## config.mk

```make
export PLATFORM = sky130hd
export DESIGN_NAME = keyed_deadman
export DESIGN_NICKNAME = d
export VERILOG_FILES = /design/src/rtl/dmt_pkg.sv /design/src/rtl/dmt_counter.sv /design/src/rtl/dmt_keyfsm.sv /design/src/rtl/dmt_regbus.sv /design/src/rtl/keyed_deadman.sv
export SDC_FILE = /design/constraint.sdc
export NUM_CORES = 1
export LEC_CHECK = 0
export ABC_AREA = 1
export BUFFER_PORTS_ARGS = -buffer_cell sky130_fd_sc_hd__buf_2
export CAP_MARGIN = 10
export CORE_AREA = 2 2 76 78
export DETAILED_ROUTE_END_ITERATION = 7
export DIE_AREA = 0 0 78 80
export GPL_ROUTABILITY_DRIVEN = 0
export PLACE_DENSITY = 0.82
export RECOVER_POWER = 25
export SLEW_MARGIN = 5
export SYNTH_ARGS = -nofsm -noshare
export SYNTH_HDL_FRONTEND = slang
export SYNTH_SLANG_ARGS = --single-unit
```

## constraint.sdc

```tcl
create_clock -name clk -period 1.5 [get_ports clk]
set_input_delay 0.075 -clock clk [delete_from_list [all_inputs] [get_ports clk]]
set_output_delay 0.075 -clock clk [all_outputs]
set_load 0.005 [all_outputs]
```

## src/rtl/dmt_pkg.sv

```systemverilog
package dmt_pkg;

    typedef enum logic [1:0] {
        ST_OFF   = 2'd0,
        ST_IDLE  = 2'd1,
        ST_ARMED = 2'd2,
        ST_HOLD  = 2'd3
    } dmt_state_e;

    typedef struct packed {
        logic bad1;
        logic bad2;
        logic evt;
    } dmt_flags_t;

    // register offsets
    localparam logic [7:0] OFS_CTRL  = 8'h00;
    localparam logic [7:0] OFS_KEY1  = 8'h10;
    localparam logic [7:0] OFS_KEY2  = 8'h20;
    localparam logic [7:0] OFS_STAT  = 8'h30;
    localparam logic [7:0] OFS_CNT   = 8'h40;
    localparam logic [7:0] OFS_PER   = 8'h60;
    localparam logic [7:0] OFS_WIN   = 8'h70;
    localparam logic [7:0] OFS_CAUSE = 8'h80;
    localparam logic [7:0] ALIAS_CLR = 8'h04;
    localparam logic [7:0] ALIAS_SET = 8'h08;

    // key values and bit positions
    localparam logic [7:0] KEY1_VAL  = 8'h40;
    localparam logic [7:0] KEY2_VAL  = 8'h08;
    localparam int EN_BIT    = 15;
    localparam int ST_WIN    = 0;
    localparam int ST_EVT    = 5;
    localparam int ST_BAD2   = 6;
    localparam int ST_BAD1   = 7;
    localparam int CAUSE_BIT = 5;

endpackage

```

## src/rtl/dmt_counter.sv

```systemverilog
module dmt_counter #(
    parameter int CNT_W  = 16,
    parameter int PERIOD = 64,
    parameter int WINDOW = 16
) (
    input  logic             clk,
    input  logic             rst_n,
    input  logic             run,
    input  logic             clr,
    output logic [CNT_W-1:0] count,
    output logic             win_open,
    output logic             expire
);
    localparam logic [CNT_W-1:0] LAST      = CNT_W'(PERIOD - 1);
    localparam logic [CNT_W-1:0] WIN_START = CNT_W'(PERIOD - WINDOW);

    generate
        if (WINDOW < 1 || WINDOW >= PERIOD || PERIOD > (1 << CNT_W)) begin : g_bad_cfg
            $error("dmt_counter: WINDOW must be in 1..PERIOD-1 and PERIOD must fit CNT_W");
        end
    endgenerate

    assign win_open = run && (count >= WIN_START);
    assign expire   = run && !clr && (count == LAST);

    always_ff @(posedge clk or negedge rst_n) begin
        if (!rst_n)                    count <= '0;
        else if (!run || clr || expire) count <= '0;
        else                           count <= count + 1'b1;
    end

    p_count_bound_r3: assert property (@(posedge clk) disable iff (!rst_n)
        count <= LAST);
    p_expire_wrap_r3: assert property (@(posedge clk) disable iff (!rst_n)
        expire |=> (count == '0));
    p_stopped_zero_r2: assert property (@(posedge clk) disable iff (!rst_n)
        !run |=> (count == '0));

endmodule

```

## src/rtl/dmt_keyfsm.sv

```systemverilog
module dmt_keyfsm
    import dmt_pkg::*;
(
    input  logic       clk,
    input  logic       rst_n,
    input  logic       ctl_set,
    input  logic       ctl_clr,
    input  logic       key1_wr,
    input  logic       key1_ok,
    input  logic       key2_wr,
    input  logic       key2_ok,
    input  logic       win_open,
    input  logic       expire,
    input  dmt_flags_t stat_clr,
    input  logic       cause_clr,
    output logic       enabled,
    output logic       hold,
    output logic       cnt_clr,
    output dmt_flags_t flags,
    output logic       cause,
    output logic       trip
);
    dmt_state_e state, state_nx;
    logic       bad1, bad2;

    // state register
    always_ff @(posedge clk or negedge rst_n) begin
        if (!rst_n) state <= ST_OFF;
        else        state <= state_nx;
    end

    // transitions
    always_comb begin
        state_nx = state;
        unique case (state)
            ST_OFF:   if (ctl_set) state_nx = ST_IDLE;
            ST_IDLE: begin
                if (ctl_clr)                 state_nx = ST_HOLD;
                else if (key1_wr && key1_ok) state_nx = ST_ARMED;
            end
            ST_ARMED: begin
                if (ctl_clr)                          state_nx = ST_HOLD;
                else if (key2_wr || bad1 || expire)   state_nx = ST_IDLE;
            end
            ST_HOLD:  state_nx = ST_OFF;
            default:  state_nx = ST_OFF;
        endcase
    end

    // decoded outputs
    always_comb begin
        enabled = 1'b0;
        hold    = 1'b0;
        cnt_clr = 1'b0;
        unique case (state)
            ST_OFF:   ;
            ST_IDLE:  enabled = 1'b1;
            ST_ARMED: begin
                enabled = 1'b1;
                cnt_clr = key2_wr && key2_ok && win_open;
            end
            ST_HOLD:  hold = 1'b1;
            default:  ;
        endcase
        bad1 = enabled && key1_wr && !key1_ok;
        bad2 = enabled && key2_wr && !cnt_clr;
    end

    // sticky flags and trip pulse
    always_ff @(posedge clk or negedge rst_n) begin
        if (!rst_n) begin
            flags <= '0;
            cause <= 1'b0;
            trip  <= 1'b0;
        end else begin
            flags.bad1 <= bad1 | (flags.bad1 & ~stat_clr.bad1);
            flags.bad2 <= bad2 | (flags.bad2 & ~stat_clr.bad2);
            flags.evt  <= bad1 | bad2 | expire | (flags.evt & ~stat_clr.evt);
            cause      <= expire | (cause & ~cause_clr);
            trip       <= bad1 | bad2 | expire;
        end
    end

    p_hold_once_r10: assert property (@(posedge clk) disable iff (!rst_n)
        (state == ST_HOLD) |=> (state == ST_OFF));
    p_bad1_trip_r6: assert property (@(posedge clk) disable iff (!rst_n)
        (enabled && key1_wr && !key1_ok) |=> (trip && flags.bad1 && flags.evt));
    p_cause_sticky_r8: assert property (@(posedge clk) disable iff (!rst_n)
        (cause && !cause_clr) |=> cause);
    p_off_quiet_r12: assert property (@(posedge clk) disable iff (!rst_n)
        (state == ST_OFF) |=> !trip);
    p_clear_quiet_r5: assert property (@(posedge clk) disable iff (!rst_n)
        (cnt_clr && !key1_wr) |=> !trip);

endmodule

```

## src/rtl/dmt_regbus.sv

```systemverilog
module dmt_regbus
    import dmt_pkg::*;
#(
    parameter int ADDR_W = 8,
    parameter int DATA_W = 32,
    parameter int CNT_W  = 16,
    parameter int PERIOD = 64,
    parameter int WINDOW = 16
) (
    input  logic              clk,
    input  logic              rst_n,
    input  logic              wr_en,
    input  logic              rd_en,
    input  logic [ADDR_W-1:0] addr,
    input  logic [DATA_W-1:0] wdata,
    input  logic              hold,
    input  logic              enabled,
    input  dmt_flags_t        flags,
    input  logic              win_open,
    input  logic [CNT_W-1:0]  count,
    input  logic              cause,
    output logic [DATA_W-1:0] rdata,
    output logic              ctl_set,
    output logic              ctl_clr,
    output logic              key1_wr,
    output logic              key1_ok,
    output logic              key2_wr,
    output logic              key2_ok,
    output dmt_flags_t        stat_clr,
    output logic              cause_clr
);
    logic              wr;
    logic [DATA_W-1:0] rd_val;
    logic              unused_bits;

    assign unused_bits = ^wdata[DATA_W-1:16];
    assign wr          = wr_en && !hold;

    always_comb begin
        ctl_set   = wr && wdata[EN_BIT] &&
                    (addr == ADDR_W'(OFS_CTRL) || addr == ADDR_W'(OFS_CTRL | ALIAS_SET));
        ctl_clr   = wr && ((addr == ADDR_W'(OFS_CTRL) && !wdata[EN_BIT]) ||
                           (addr == ADDR_W'(OFS_CTRL | ALIAS_CLR) && wdata[EN_BIT]));
        key1_wr   = wr && (addr == ADDR_W'(OFS_KEY1));
        key1_ok   = (wdata[15:8] == KEY1_VAL);
        key2_wr   = wr && (addr == ADDR_W'(OFS_KEY2));
        key2_ok   = (wdata[7:0] == KEY2_VAL);
        stat_clr  = '0;
        if (wr && addr == ADDR_W'(OFS_STAT | ALIAS_CLR)) begin
            stat_clr.bad1 = wdata[ST_BAD1];
            stat_clr.bad2 = wdata[ST_BAD2];
            stat_clr.evt  = wdata[ST_EVT];
        end
        cause_clr = wr && (addr == ADDR_W'(OFS_CAUSE | ALIAS_CLR)) && wdata[CAUSE_BIT];
    end

    always_comb begin
        rd_val = '0;
        unique case (addr)
            ADDR_W'(OFS_CTRL):  rd_val[EN_BIT] = enabled;
            ADDR_W'(OFS_STAT): begin
                rd_val[ST_WIN]  = win_open;
                rd_val[ST_EVT]  = flags.evt;
                rd_val[ST_BAD2] = flags.bad2;
                rd_val[ST_BAD1] = flags.bad1;
            end
            ADDR_W'(OFS_CNT):   rd_val = DATA_W'(count);
            ADDR_W'(OFS_PER):   rd_val = DATA_W'(PERIOD);
            ADDR_W'(OFS_WIN):   rd_val = DATA_W'(WINDOW);
            ADDR_W'(OFS_CAUSE): rd_val[CAUSE_BIT] = cause;
            default:            rd_val = '0;
        endcase
    end

    always_ff @(posedge clk or negedge rst_n) begin
        if (!rst_n)              rdata <= '0;
        else if (rd_en && !hold) rdata <= rd_val;
    end

    p_hold_rdata_r10: assert property (@(posedge clk) disable iff (!rst_n)
        hold |=> $stable(rdata));
    p_hold_nostrobe_r10: assert property (@(posedge clk) disable iff (!rst_n)
        hold |-> !(ctl_set || ctl_clr || key1_wr || key2_wr || cause_clr));

endmodule

```

## src/rtl/keyed_deadman.sv

```systemverilog
module keyed_deadman
    import dmt_pkg::*;
#(
    parameter int ADDR_W = 8,
    parameter int DATA_W = 32,
    parameter int CNT_W  = 16,
    parameter int PERIOD = 64,
    parameter int WINDOW = 16
) (
    input  logic              clk,
    input  logic              rst_n,
    input  logic              bus_wr,
    input  logic              bus_rd,
    input  logic [ADDR_W-1:0] bus_addr,
    input  logic [DATA_W-1:0] bus_wdata,
    output logic [DATA_W-1:0] bus_rdata,
    output logic              trip_o
);
    logic             ctl_set, ctl_clr, key1_wr, key1_ok, key2_wr, key2_ok, cause_clr;
    logic             enabled, hold, cnt_clr, cause, win_open, expire;
    logic [CNT_W-1:0] count;
    dmt_flags_t       flags, stat_clr;

    dmt_regbus #(
        .ADDR_W(ADDR_W), .DATA_W(DATA_W), .CNT_W(CNT_W),
        .PERIOD(PERIOD), .WINDOW(WINDOW)
    ) u_bus (
        .clk(clk), .rst_n(rst_n), .wr_en(bus_wr), .rd_en(bus_rd),
        .addr(bus_addr), .wdata(bus_wdata), .hold(hold), .enabled(enabled),
        .flags(flags), .win_open(win_open), .count(count), .cause(cause),
        .rdata(bus_rdata), .ctl_set(ctl_set), .ctl_clr(ctl_clr),
        .key1_wr(key1_wr), .key1_ok(key1_ok), .key2_wr(key2_wr), .key2_ok(key2_ok),
        .stat_clr(stat_clr), .cause_clr(cause_clr)
    );

    dmt_keyfsm u_fsm (
        .clk(clk), .rst_n(rst_n), .ctl_set(ctl_set), .ctl_clr(ctl_clr),
        .key1_wr(key1_wr), .key1_ok(key1_ok), .key2_wr(key2_wr), .key2_ok(key2_ok),
        .win_open(win_open), .expire(expire), .stat_clr(stat_clr),
        .cause_clr(cause_clr), .enabled(enabled), .hold(hold), .cnt_clr(cnt_clr),
        .flags(flags), .cause(cause), .trip(trip_o)
    );

    dmt_counter #(
        .CNT_W(CNT_W), .PERIOD(PERIOD), .WINDOW(WINDOW)
    ) u_cnt (
        .clk(clk), .rst_n(rst_n), .run(enabled), .clr(cnt_clr),
        .count(count), .win_open(win_open), .expire(expire)
    );

    p_trip_pulse_r8: assert property (@(posedge clk) disable iff (!rst_n)
        ($past(expire) && !$past(enabled && (key1_wr || key2_wr))) |-> (trip_o && cause));

endmodule

```

[Word-level counts from Yosys, hierarchy flattened]
Index checks and enable logic that the tools add are counted.
Cells by class
  add/sub/neg operators: 1
  order comparisons: 1
  equal/unequal tests: 20
  mux-type cells: 17
  bitwise logic cells: 14
  reduce and logical (&&, ||, !) cells: 37
Operator list (count)
  $eq A8 B7 Y1 const B: 4
  $eq A8 B6 Y1 const B: 3
  $logic_and A1 B1 Y1: 22
  $add A16 B1 Y16 const B: 1
  $eq A16 B6 Y1 const B: 1
  $eq A8 B4 Y1 const B: 2
  $eq A8 B8 Y1 const B: 2
  $ge A16 B6 Y1 const B: 1
  $mux W16: 1
  $mux W2: 5
  $eq A8 B3 Y1 const B: 1
  $eq A8 B5 Y1 const B: 1
  $logic_not A8 Y1: 1
  $pmux W2 S4: 1
  $pmux W4 S2: 1
  $mux W7: 1
  $logic_or A1 B1 Y1: 6
  $ne A3 B2 Y1 const B: 2
  $or A1 B1 Y1: 6
  $pmux W2 S3: 1
  $logic_not A1 Y1: 5
  $and A1 B1 Y1: 4
  $eq A2 B2 Y1 const B: 2
  $not A1 Y1: 4
  other kinds (9): 12
Word-level totals
  register bits: 39
  input port bits: 44
  logic and storage cells: 98

[Logic depth before layout (Yosys ltp)]
  depth after elaboration: 15
  depth in mapped cells: 13
  mapped depth without buffers: 13

[Hierarchy]
From an unflattened synthesis, not the netlist that was laid out.
Unflattened totals
  cell total of the unflattened synthesis: 347
  area, all modules: 2642.5 um^2
Modules (own cells, without submodules)
  dmt_regbus: times used 1, cells each 166, area each 1227.4 um^2, seq. area each 400.4 um^2
  dmt_counter: times used 1, cells each 132, area each 994.7 um^2, seq. area each 400.4 um^2
  dmt_keyfsm: times used 1, cells each 49, area each 420.4 um^2, seq. area each 175.2 um^2

[Least setup slack after synthesis]
No wires, ideal clock.
  path type: register -> register
  from: reg u_fsm.state[1]
  to: reg u_fsm.state[1]
  setup time: 0.117 ns
  arrival time: 1.433 ns
  path slack: -0.050 ns
  stages on the path, launching flop included: 12
  period minus slack after synthesis: 1.550 ns
  cell sequence: dfrtp_1 ha_1 inv_1 nand3_1 nor2_1 nand2_1 nand2_1 nand2_1 a21oi_4 nand2_1 nand2_1 nand2_1
On the way
  word-level cells in the longest chain between the ends: 14
  elaborated cells between the ends (all ways): 33
  classes of those cells: eq/ne (6); mux (6); reduce/logical (21)
RTL lines
  from (decl): RTL line dmt_keyfsm.sv:23  | dmt_state_e state, state_nx;
  from (signal assigned): RTL line dmt_keyfsm.sv:29  | else state <= state_nx;
  $eq A2 B2 Y1: RTL line dmt_keyfsm.sv:35, dmt_keyfsm.sv:55
  $mux W1: RTL line dmt_keyfsm.sv:55  | unique case (state)
  $logic_not A1 Y1: RTL line dmt_regbus.sv:37  | assign wr = wr_en && !hold;
  $logic_and A1 B1 Y1: RTL line dmt_regbus.sv:37
  $logic_and A1 B1 Y1: RTL line dmt_regbus.sv:46  | key2_wr = wr && (addr == ADDR_W'(OFS_KEY2));
  $logic_and A1 B1 Y1 (2 in series): RTL line dmt_keyfsm.sv:60  | cnt_clr = key2_wr && key2_ok && win_open;
  $mux W1: RTL line dmt_keyfsm.sv:55
  $logic_not A1 Y1: RTL line dmt_counter.sv:24  | assign expire = run && !clr && (count == LAST);
  $logic_and A1 B1 Y1 (2 in series): RTL line dmt_counter.sv:24
  $logic_or A1 B1 Y1: RTL line dmt_keyfsm.sv:43  | else if (key2_wr || bad1 || expire) state_nx = ST_IDLE;
  $ne A3 B2 Y1 (no source line)
  $reduce_and A3 Y1 (no source line)
Several ways; a longest one is shown, not always the timed one.
A chain may end at the register's enable or synchronous reset.

[Worst setup path in the final report]
  from: reg u_cnt.count[9]
  to: reg u_cnt.count[7]
On the way
  word-level cells in the longest chain between the ends: 9
  elaborated cells between the ends (all ways): 11
  classes of those cells: order compare (1); eq/ne (1); mux (2); reduce/logical (7)
RTL lines
  from (decl): RTL line dmt_counter.sv:10  | output logic [CNT_W-1:0] count,
  from (signal assigned): RTL line dmt_counter.sv:29  | else count <= count + 1'b1;
  $ge A16 B6 Y1: RTL line dmt_counter.sv:23  | assign win_open = run && (count >= WIN_START);
  $logic_and A1 B1 Y1: RTL line dmt_counter.sv:23
  $logic_and A1 B1 Y1: RTL line dmt_keyfsm.sv:60
  $mux W1: RTL line dmt_keyfsm.sv:55
  $logic_not A1 Y1: RTL line dmt_counter.sv:24
  $logic_and A1 B1 Y1 (2 in series): RTL line dmt_counter.sv:24
  $logic_or A1 B1 Y1 *: RTL line dmt_counter.sv:28  | else if (!run || clr || expire) count <= '0;
  $mux W16 *: RTL line dmt_counter.sv:28
Every way passes the cells marked *; elsewhere a longest branch is shown, timed or not.

==> flow_metrics.py <==
metrics = {
    "critical_path": {
        "cp_top_family": "simple AND/OR/NAND/NOR gates",
        "cpPeakStageDelay_ns": 0.40,
        "startpoint_type": "flop",
        "crit_type": "reg2reg",
        "cpMostUsedCell": "nand2_1",
        "required_ns": 1.71,
        "end_kind": "flop",
        "crit_path_top_delay_cell": "dfrtp_1",
        "crit_chain": "nor2_1 -> nand2_1 -> nor2_2 -> nand2_1 -> nand2_1 -> inv_2 -> nand2_4 -> nand3b_4 -> nor3_4",
        "cp_max_fo": 8,
        "critPathArrivalTime_ns": 1.99,
        "critPathBufInv": 1,
    },
    "sta": {
        "finalHoldViolations": 0,
        "fmax_mhz": 563.7,
        "clock_skew_ns": 0.004834,
        "post-route-min-period_ns": 1.774,
        "slew_viol_final": 0,
        "worstMarginPinSlew_ns": 0.9562,
        "rsz0062_at_grt": "true",
        "period_share_pct": 118.3,
        "timing.hold.ws_ns": 0.1248,
        "setup_ws_ns": -0.2740,
        "fin_tns_setup_ns": -3.399,
        "finalSetupViolations": 24,
        "slew_headroom_pct": 36.25,
    },
    "global_routing": {
        "grt_max_degree": 40,
        "antenna_found_initial": 0,
        "grt_overflow": 0,
        "grt_pass1_vias": 2440,
        "grt_usage_pct": 22.32,
        "grt_first_pass_wirelength_um": 11120,
    },
    "cells_and_area": {
        "drive_gt1_share_pct": 41.20,
        "nets": 465,
        "antenna_cells": 0,
        "area_growth_pct": 38.63,
        "final_core_util_pct": 64.05,
        "fillCellCount": 392,
    },
    "yosys": {
        "yosysWarningCount": 0,
        "syn_area_um2": 2497,
        "ys_ff_latch": 39,
        "yosysSeqAreaShare_pct": 39.08,
        "yosysTopAreaCell": "dfrtp_1",
        "synth_cells": 324,
        "avgSynthCellArea_um2": 7.708,
        "synthDistinctLibCells": 37,
        "yosysTopAreaCellShare_pct": 39.08,
        "synth_area_leaders": "dfrtp_1 (39%), nand2_1 (8.6%), inv_1 (6.6%), nor2_1 (6.5%), buf_4 (5.1%)",
    },
    "run_status": {
        "status": "complete, but fails checks",
        "failed_checks": "setup timing",
    },
    "detailed_routing": {
        "drc": 0,
        "ant_nets": 0,
        "via_per_inst": 5.509,
        "routed_wl_um": 8056,
        "wire_per_inst_um": 16.54,
        "vias": 2683,
        "drtPass1Iterations": 6,
        "drt_iter0_markers": 429,
    },
    "floorplan": {
        "die_area_um2": 6240,
        "die_h_um": 80,
        "dieWidth_um": 78,
        "start_util_pct": 46.20,
        "coreArea_um2": 5405,
        "pin_count": 77,
        "rows": 27,
    },
    "placed_design": {
        "dp_hpwl_um": 4612,
        "io_buffers": 44,
    },
    "flow_run": {
        "drv_cap": 0,
    },
    "clock_tree": {
        "cts_max_level": 2,
        "cts_buffers": 5,
        "clock_latency_ns": 0.30,
        "cts_root_buf": "clkbuf_8",
        "cts_sinks": 39,
        "cts.clk_slew.worst_paths_ns": 0.08,
        "cts_tree": "built",
        "clockBufferDepth": 2,
    },
    "pwr": {
        "vdd_drop_max_v": 0.0005541,
        "static-leakage-power_nw": 1.715,
        "power_mw": 3.611,
        "powerDensity_nw_per_um2": 1043,
    },
    "worst_hold_path": {
        "hold_path.class": "in2reg",
    },
}
[synthesized netlist by cell type, drive strengths merged]
cell type / number
nor3b: 3
nand3b: 1
o31ai: 1
and3: 1
clkbuf: 1
a21oi: 7
o21ai: 19
nor4: 5
and2: 1
a22oi: 2
xor2: 6
buf: 20
nand4: 7
o211ai: 3
inv: 49
nor2: 51
nand2: 63
ha: 7
a21o: 2
a31oi: 1
conb: 1
nand3: 22
nor3: 12
dfrtp: 39
[worst min-delay path: cells and delay by family]
family / cells / cell delay, ns
buffers and inverters: 2 / 0.18
AOI/OAI and AO/OA: 1 / 0.07
and+or+nand+nor: 1 / 0.06
[registers in the layout, indices dropped and copies added, names as in the netlist]
register     flops
u_bus.rdata     16
u_cnt.count     16
u_fsm.cause      1
u_fsm.flags      3
u_fsm.state      2
u_fsm.trip       1
[layout by cell type (no fill, tap or decap), types with 7 or more instances in the layout]
cell type / synthesis / final
nor2_4: 3 / 7
nand4_1: 7 / 7
o21ai_0: 15 / 12
buf_2: 2 / 44
inv_1: 44 / 39
conb_1: 1 / 16
nor2_1: 43 / 31
nand3_1: 19 / 15
o21ai_1: 4 / 7
nor2_2: 5 / 13
buf_4: 17 / 38
inv_2: 5 / 8
dfrtp_1: 39 / 36
nand2_1: 57 / 51
[area by class of cell]
class | count | area (um2) | share of cell area, %
multi-input cells | 232 | 1528 | 44.13
clock buffers | 6 | 82.58 | 2.385
clock inverters | 2 | 35.03 | 1.012
well taps | 72 | 90.09 | 2.602
inverters | 49 | 188.9 | 5.457
flip-flops and latches | 39 | 979.7 | 28.30
repair buffers | 87 | 558.0 | 16.12
[report_power, final]
part           switching [mW]  leakage [nW]  internal (mW)  total, mW
clock                   0.377        0.0612          0.538      0.916
combinational           0.914          1.12          0.581       1.50
sequential             0.0765         0.536           1.12       1.20
[cells by family (layout without fill, tap and decap cells)]
family	after synthesis	in the layout	synth area share (%)
adders and majority gates	7	7	3.507
and+or+nand+nor	166	168	33.22
DFF	39	39	39.08
AOI/OAI and AO/OA	35	35	8.467
buffers and inverters	70	144	13.48
xor gates and xnor gates	6	6	2.104
other	1	16	0.1502
[layer usage]
layer | GRT usage, % | up-vias | share of wire, %
li1 | - | 1189 | -
met1 | 27.08 | 1234 | 35
met2 | 39.83 | 205 | 50
met3 | 3.281 | 55 | 9.2
met4 | 8.772 | 0 | 5.5
met5 | 0 | - | 0
[repair_timing]
item / in CTS / in global routing
pin swaps: 18 / 23
resized for setup: 34 / 37
setup endpoints to repair: 32 / 30
hold buffers: 1 / 0
cloned: 1 / 1
setup buffers: 2 / 9
hold endpoints to repair: 39 / 0
[stage by stage]
| stage | cells | instance area [um2] | setup WS (ns) |
|---|---|---|---|
| 2_1_floorplan | 339 | 2556 | -0.02347 |
| 3_3_place_gp | 465 | 2947 | -0.09306 |
| 3_5_place_dp | 465 | 2947 | -0.1394 |
| 4_1_cts | 477 | 3237 | -0.1208 |
| 5_1_grt | 487 | 3462 | -0.3086 |
| 6_report | 487 | 3462 | -0.2740 |
[worst paths after layout]
| path | start | endpoint | slack [ns] | depth (start not counted) |
|---|---|---|---|---|
| setup / recovery | u_cnt.count[9] | u_cnt.count[7] | -0.27 | 9 |
| hold / removal | bus_wdata[6] | u_fsm.flags[1] | 0.12 | 4 |
| setup reg to reg | u_cnt.count[9] | u_cnt.count[7] | -0.27 | 9 |
| hold reg to reg | u_bus.rdata[6] | u_bus.rdata[6] | 0.48 | 1 |
| max in group asynchronous | rst_n | u_fsm.state[0] | 0.28 | 3 |
| min in group asynchronous | rst_n | u_cnt.count[11] | 0.58 | 3 |
No activity file was read; power rests on OpenSTA's default activity.
